$ cat config.mk
export PLATFORM = sky130hd
export DESIGN_NAME = substr_finder
export DESIGN_NICKNAME = d
export VERILOG_FILES = /design/src/rtl/substr_pkg.sv /design/src/rtl/substr_match_matrix.sv /design/src/rtl/substr_offset_reduce.sv /design/src/rtl/substr_prio_enc.sv /design/src/rtl/substr_finder.sv
export SDC_FILE = /design/constraint.sdc
export NUM_CORES = 1
export LEC_CHECK = 0
export ABC_CLOCK_PERIOD_IN_PS = 1600
export BUFFER_PORTS_ARGS = -buffer_cell sky130_fd_sc_hd__clkbuf_2
export CAP_MARGIN = 20
export CORE_UTILIZATION = 60
export CTS_CLUSTER_DIAMETER = 30
export DETAILED_ROUTE_END_ITERATION = 16
export PLACE_DENSITY_LB_ADDON = 0.3
export SYNTH_ARGS = -nofsm -noshare
export SYNTH_HDL_FRONTEND = slang
export SYNTH_SLANG_ARGS = --single-unit
$ cat constraint.sdc
create_clock -name clk_i -period 1.6 [get_ports clk_i]
set_input_delay 0.08 -clock clk_i [delete_from_list [all_inputs] [get_ports clk_i]]
set_output_delay 0.08 -clock clk_i [all_outputs]
set_load 0.01 [all_outputs]
$ cat src/rtl/substr_pkg.sv
package substr_pkg;
  localparam int unsigned NCHAR = 16;
  localparam int unsigned CW    = 8;
  localparam int unsigned DW    = NCHAR * CW;
  localparam int unsigned LENW  = $clog2(NCHAR + 1);
  localparam int unsigned IDXW  = LENW;

  typedef logic [NCHAR-1:0][NCHAR-1:0] pair_mat_t;  // [offset][needle char]
endpackage

$ cat src/rtl/substr_match_matrix.sv
module substr_match_matrix
  import substr_pkg::*;
(
  input  logic [DW-1:0] hay_i,
  input  logic [DW-1:0] ndl_i,
  output pair_mat_t     eq_o
);
  // Only pairs that land inside the 16-char window get a comparator.
  for (genvar i = 0; i < NCHAR; i++) begin : g_off
    for (genvar j = 0; j < NCHAR; j++) begin : g_chr
      if (i + j < NCHAR) begin : g_cmp
        assign eq_o[i][j] = (hay_i[(i+j)*CW +: CW] == ndl_i[j*CW +: CW]);
      end else begin : g_out
        assign eq_o[i][j] = 1'b1;  // beyond window: unknown
      end
    end
  end
endmodule

$ cat src/rtl/substr_offset_reduce.sv
module substr_offset_reduce
  import substr_pkg::*;
(
  input  pair_mat_t       eq_i,
  input  logic [LENW-1:0] hay_len_i,
  input  logic [LENW-1:0] ndl_len_i,
  output logic [NCHAR:0]  hit_o
);
  always_comb begin
    for (int i = 0; i < NCHAR; i++) begin
      hit_o[i] = 1'b1;
      for (int j = 0; j < NCHAR; j++) begin
        if (!((j >= int'(ndl_len_i)) || (i + j >= int'(hay_len_i)) || eq_i[i][j]))
          hit_o[i] = 1'b0;
      end
    end
    hit_o[NCHAR] = 1'b1;
  end

  // offset equal to the haystack length sees only unknown chars
  always_comb begin
    a_tail_hit_r5: assert (hit_o[hay_len_i]);
  end
endmodule

$ cat src/rtl/substr_prio_enc.sv
module substr_prio_enc
  import substr_pkg::*;
(
  input  logic [NCHAR:0]  hit_i,
  output logic [IDXW-1:0] idx_o
);
  always_comb begin
    idx_o = IDXW'(NCHAR);
    for (int k = NCHAR; k >= 0; k--) begin
      if (hit_i[k]) idx_o = IDXW'(k);
    end
  end
endmodule

$ cat src/rtl/substr_finder.sv
module substr_finder
  import substr_pkg::*;
(
  input  logic            clk_i,
  input  logic            rst_ni,
  input  logic            in_valid_i,
  output logic            in_ready_o,
  input  logic [DW-1:0]   hay_i,
  input  logic [LENW-1:0] hay_len_i,
  input  logic [DW-1:0]   ndl_i,
  input  logic [LENW-1:0] ndl_len_i,
  output logic            out_valid_o,
  output logic [IDXW-1:0] idx_o
);
  logic [LENW-1:0] hlen, nlen;
  pair_mat_t       eq;
  logic [NCHAR:0]  hit;
  logic [IDXW-1:0] idx_d, idx_q;
  logic            vld_q;

  assign hlen = (int'(hay_len_i) > NCHAR) ? LENW'(NCHAR) : hay_len_i;
  assign nlen = (int'(ndl_len_i) > NCHAR) ? LENW'(NCHAR) : ndl_len_i;
  assign in_ready_o = 1'b1;

  substr_match_matrix u_mat (
    .hay_i (hay_i),
    .ndl_i (ndl_i),
    .eq_o  (eq)
  );

  substr_offset_reduce u_red (
    .eq_i      (eq),
    .hay_len_i (hlen),
    .ndl_len_i (nlen),
    .hit_o     (hit)
  );

  substr_prio_enc u_enc (
    .hit_i (hit),
    .idx_o (idx_d)
  );

  always_ff @(posedge clk_i or negedge rst_ni) begin
    if (!rst_ni) begin
      vld_q <= 1'b0;
      idx_q <= '0;
    end else begin
      vld_q <= in_valid_i;
      if (in_valid_i) idx_q <= idx_d;
    end
  end

  assign out_valid_o = vld_q;
  assign idx_o       = idx_q;

  p_reset_idle_r1: assert property (@(posedge clk_i) !rst_ni |-> !out_valid_o);
  p_valid_next_r2: assert property (@(posedge clk_i) disable iff (!rst_ni)
    in_valid_i |=> out_valid_o);
  p_idle_next_r2: assert property (@(posedge clk_i) disable iff (!rst_ni)
    !in_valid_i |=> !out_valid_o);
  p_ready_r2: assert property (@(posedge clk_i) disable iff (!rst_ni) in_ready_o);
  p_len_bound_r5: assert property (@(posedge clk_i) disable iff (!rst_ni)
    in_valid_i |=> (idx_o <= $past(hlen)));
  p_empty_ndl_r7: assert property (@(posedge clk_i) disable iff (!rst_ni)
    (in_valid_i && ndl_len_i == '0) |=> (idx_o == '0));
  p_hold_r8: assert property (@(posedge clk_i) disable iff (!rst_ni)
    !in_valid_i |=> $stable(idx_o));
  p_range_r9: assert property (@(posedge clk_i) disable iff (!rst_ni)
    out_valid_o |-> (int'(idx_o) <= NCHAR));
endmodule

==> results of run 1 <==
[layer usage]
| layer | global-route usage (%) | GRT overflow |
|---|---|---|
| met1 | 88.1 | 59 |
| met5 | 64.0 | 1 |
| met4 | 100 | 275 |
| met3 | 80.0 | 77 |
| met2 | 112 | 718 |
[logic make-up after synthesis]
family | synth area share, %
compound gates | 9.96
buf+inv | 8.99
xor+xnor | 64.8
other cells | 0.0255
flops | 1.02
simple gates | 15.3
[per-stage QoR]
step	cell area (um2)	instances	util, %	TNS [ns]	hold WS [ns]
global placement	21100	2947	88.9	-4.25	-0.0778
floorplan	14900	1962	-	-2.02	-0.216
CTS	21900	2969	92.3	-3.12	0.0441
detailed placement	21100	2947	88.9	-5.26	-0.0757
[timing repair]
action / in CTS
hold endpoints to repair: 6
gates cloned: 0
pin swaps: 40
endpoints found under the setup margin: 5
hold buffers: 1
resized for setup: 112
setup buffers: 20
==> key figures, run 1 <==
Clock tree
  • # clock sinks: 6
  • CTS Root Cell: clkbuf_16
  • Total CTS buffers: 3
  • Max clock buf depth: 2
  • CTS H-tree lvls: 1

Synth
  • Synth warn: 0
  • Net Count, Synth: roughly 2200
  • Syn Inst Count: just under 2000
  • Post-synthesis sequential area ratio: 1.02%
  • Largest area contributor in the synthesized netlist: xor2_1
  • Mean post-synth cell area: between 7 and 8 um2
  • Post-Syn Area: 0.0147 mm2
  • Top_reg_cell synth: dfrtp_1
  • Synth top area share: 41.3%
  • EDFF count, synth: 0
  • Ys async rst share: 100%
  • Synth top area cells: xor2_1 (41%), xnor2_1 (23%), nor4_1 (7.7%)
  • Synth top cells by count: xor2_1 (694), xnor2_1 (394), buf_2 (187)
  • FF+latch count, synth: 6
  • Yosys cell types: 61
  • Most common cell in the synthesized netlist: xor2_1

Placement
  • Port Buffers: roughly 270
  • Dpl ws: -1.14 ns
  • HPWL after DPL: 71.9 mm
  • GP Congestion: approximately 1.5

Global route
  • GRT Residual Overflow: 1130
  • First-pass GRT wire length: approximately 170 mm
  • Total global-route track usage: about 94%
  • Pin count of the biggest net entering global routing: 14
  • Vias in the first global route: roughly 26000

Run status
  • Status: did not finish
  • Fail Step: global routing (5_1_grt)
  • First Error: [ERROR GRT-0116] Global routing finished with congestion. Check the congestion regions in the DRC Viewer.

Floorplanning
  • Initial Util: 62.0%
  • # IOs: 276
  • DIE WIDTH: 159 um
  • Die H: about 160 um
  • Core Rows: between 50 and 60
==> run 2, diff against run 1 <==
- CORE_UTILIZATION: 60 -> 40
- CTS_CLUSTER_DIAMETER: 30 -> unset
- PLACE_DENSITY_LB_ADDON: 0.3 -> 0.15
==> run 2 against run 1 <==
  * Synthesized cell count unchanged
  * The flow now finishes, with violations (setup timing)
  * Synthesized area stayed put
==> key figures, run 2 <==
Run status
  • Status: finished, violations left
  • Failing checks: setup timing

Clock tree
  • Clock latency on the worst-skew pair: 0.23 ns
  • # clock sinks: 6
  • Clock transition at path regs: roughly 0.04 ns
  • CTS tree: done
  • CTS H-tree lvls: 1
  • CTS Root Cell: clkbuf_16
  • Total CTS buffers: 3
  • Max clock buf depth: 2

Layout
  • Max reg flops: 5
  • Post-route cell area: 0.0227 mm2
  • Layout Nets: between 2000 and 3000
  • Area grow syn2layout: 54.4%
  • Final cell count without fillers: between 3000 and 4000
  • Post-layout util: 63.2%
  • Commonest non-fill, non-tap cell in the layout: xor2_1
  • Ratio of cells with drive above 1 in the final layout: a little over two fifths
  • Commonest cells after routing, fill and taps aside: xor2_1 (692), buf_4 (661), xnor2_1 (385)
  • Antenna Cells: 0
  • Largest register by flop count: idx_o
  • Fillers: roughly 3200

Floorplanning
  • Core Area: 0.0359 mm2
  • Core Rows: 69
  • DIE WIDTH: 194 um
  • Die H: 194 um
  • Die area: 0.0376 mm2
  • # IOs: 276
  • Initial Util: 41.0%

Global route
  • GRT Residual Overflow: 0
  • First-pass GRT wire length: 132 mm
  • Total global-route track usage: 48.3%
  • Pin count of the biggest net entering global routing: 13
  • Vias in the first global route: 18900
  • Initial antenna violation count: 3

Synth
  • Synth Area in Compound Gates: 9.96%
  • Most common cell in the synthesized netlist: xor2_1
  • Net Count, Synth: 2231
  • FF+latch count, synth: 6
  • Post-synthesis sequential area ratio: between 1 and 1.5%
  • Synth Area in XOR/XNOR: 64.8%
  • Syn Inst Count: between 1500 and 2000
  • Largest family of logic cells by synthesized area: XOR/XNOR gates
  • Post-Syn Area: 0.0147 mm2
  • Adder-Cell Fraction of Synth Area: 0%
  • Synth warn: 0
  • Mean post-synth cell area: 7.50 um2
  • Synth top area share: about two fifths
  • Mux cell area share after synthesis: 0%
  • Ys async rst share: 100%
  • Largest area contributor in the synthesized netlist: xor2_1
  • Fraction of the mapped netlist area in simple logic gates: between 10% and 20%
  • Synth top cells by count: xor2_1 (694), xnor2_1 (394), buf_2 (187)
  • Yosys cell types: 61
  • Synth top area cells: xor2_1 (41%), xnor2_1 (23%), nor4_1 (7.7%)
  • EDFF count, synth: 0
  • Top_reg_cell synth: dfrtp_1

Timing
  • Slew Limit Fails: 0
  • Min cycle time layout: 2.39 ns
  • Peak Freq: 418 MHz
  • Worst setup margin: -0.793 ns
  • Tcrit/Tclk final: 150%
  • Setup total negative slack: -3.73 ns
  • Slew @ Worst Pin: 0.644 ns
  • Clk_skew: 0 ns
  • Hold Fails Final Rpt: 0
  • Final setup vio count: 5
  • Unrepaired setup endpoints after global routing: true
  • Max-slew headroom: 56.8%

Setup path
  • Critical Path RT: approximately 1.7 ns
  • Setup CP Type: input port to flip-flop
  • Worst r2r path cells: 2
  • Critical Path Sink: idx_o[4]
  • CP startpoint kind: input port
  • Worst Path Max Fanout: 4
  • Worst Setup End Kind: flip-flop
  • Worst Path Arrival: 2.50 ns
  • RR Startpoint: idx_o[0]
  • Reg2Reg Capture Point: idx_o[0]
  • CP Launch Point: ndl_i[100]
  • R2R Setup Slk: 0.82 ns

Worst hold path
  • HP Start: in_valid_i
  • Worst Hold Class: input port to flip-flop

Power
  • Power Density: 357 mW/mm2
  • Leakage power: about 0.0098 uW
  • VDD IR max: 0.281 mV
  • PnR Total Power: ~8000 uW

Detailed routing
  • Vias per cell: ~6
  • Via count: 18900
  • DRC: 0
  • Iteration-0 DRC Markers: 1948
  • Remaining antenna violation count: 0
  • DRT Wirelength: 94.5 mm
  • Drt wl/cell: 30.0 um
  • Pre-antenna DRT Iters: 5

Run
  • MaxCap Viol Count: 0

Placement
  • Post-placement cell area: 0.0217 mm2
  • HPWL after DPL: just under 80 mm
  • Port Buffers: 274
  • GP Congestion: 1.08
  • Dpl cells: 3143
run 2: cell counts after synthesis:
Identical to the previous run, type by type.
run 2: repair_timing:
action                                  4_1_cts  5_1_grt
endpoints found under the setup margin        5        5
resized for setup                            90      111
setup buffers                                 7        0
endpoints found under the hold margin         6        0
pin swaps                                    32       39
hold buffers                                  1        0
run 2: critical path: stages:
cell and delay, ns:
clkbuf_8 0.14, xnor2_2 0.13, nand4_1 0.18, o211ai_1 0.46, nand4_1 0.30, a2111oi_2 0.33
nand4_1 0.19, buf_4 0.20, or2b_4 0.22, nor4_4 0.04, a32o_1 0.22
run 2: how the worst min path moves through the flow:
stage,cells past startpoint,to,slack [ns]
floorplan,0,idx_o[0],-0.22
global placement,1,out_valid_o,-0.08
detailed placement,1,out_valid_o,-0.08
CTS,2,out_valid_o,0.15
global route,2,out_valid_o,0.15
finish,2,out_valid_o,0.16
run 2: cells by family (layout without fill, tap and decap cells):
group                  after synthesis  after routing
AO/OA/AOI/OAI                      203            203
XOR/XNOR                          1088           1088
buffers and inverters              286           1015
flip-flops                           6              6
other                                1              1
AND/OR/NAND/NOR                    378            378
run 2: layout make-up:
class / count / area [um2] / share of cell area, %
flip-flops and latches: 6 / 150 / 0.661
multi-input cells: 1670 / 14000 / 61.6
well taps: 461 / 577 / 2.54
repair buffers: 1009 / 7900 / 34.8
clock buffers: 3 / 75.1 / 0.330
inverters: 3 / 11.3 / 0.0496
run 2: report_power, final:
part / internal (uW) / switching [uW]
Clock: 321 / 88.1
Combinational: 3390 / 4130
Sequential: 171 / 16.8
run 2: through the flow:
stage               hold slack (ns)  setup slack, ns
global placement            -0.0814            -1.38
finish                        0.158           -0.793
global route                  0.154           -0.782
CTS                           0.153           -0.736
floorplan                    -0.216           -0.497
detailed placement          -0.0812            -1.31
run 2: layer usage:
layer	part of all wire [%]	up-vias	track usage, %
met1	39	8976	60.6
li1	-	8068	-
met4	7.9	4	31.2
met3	11	391	11.4
met2	42	1430	74.0
met5	0.032	-	0
(Power assumes the default switching activity.)
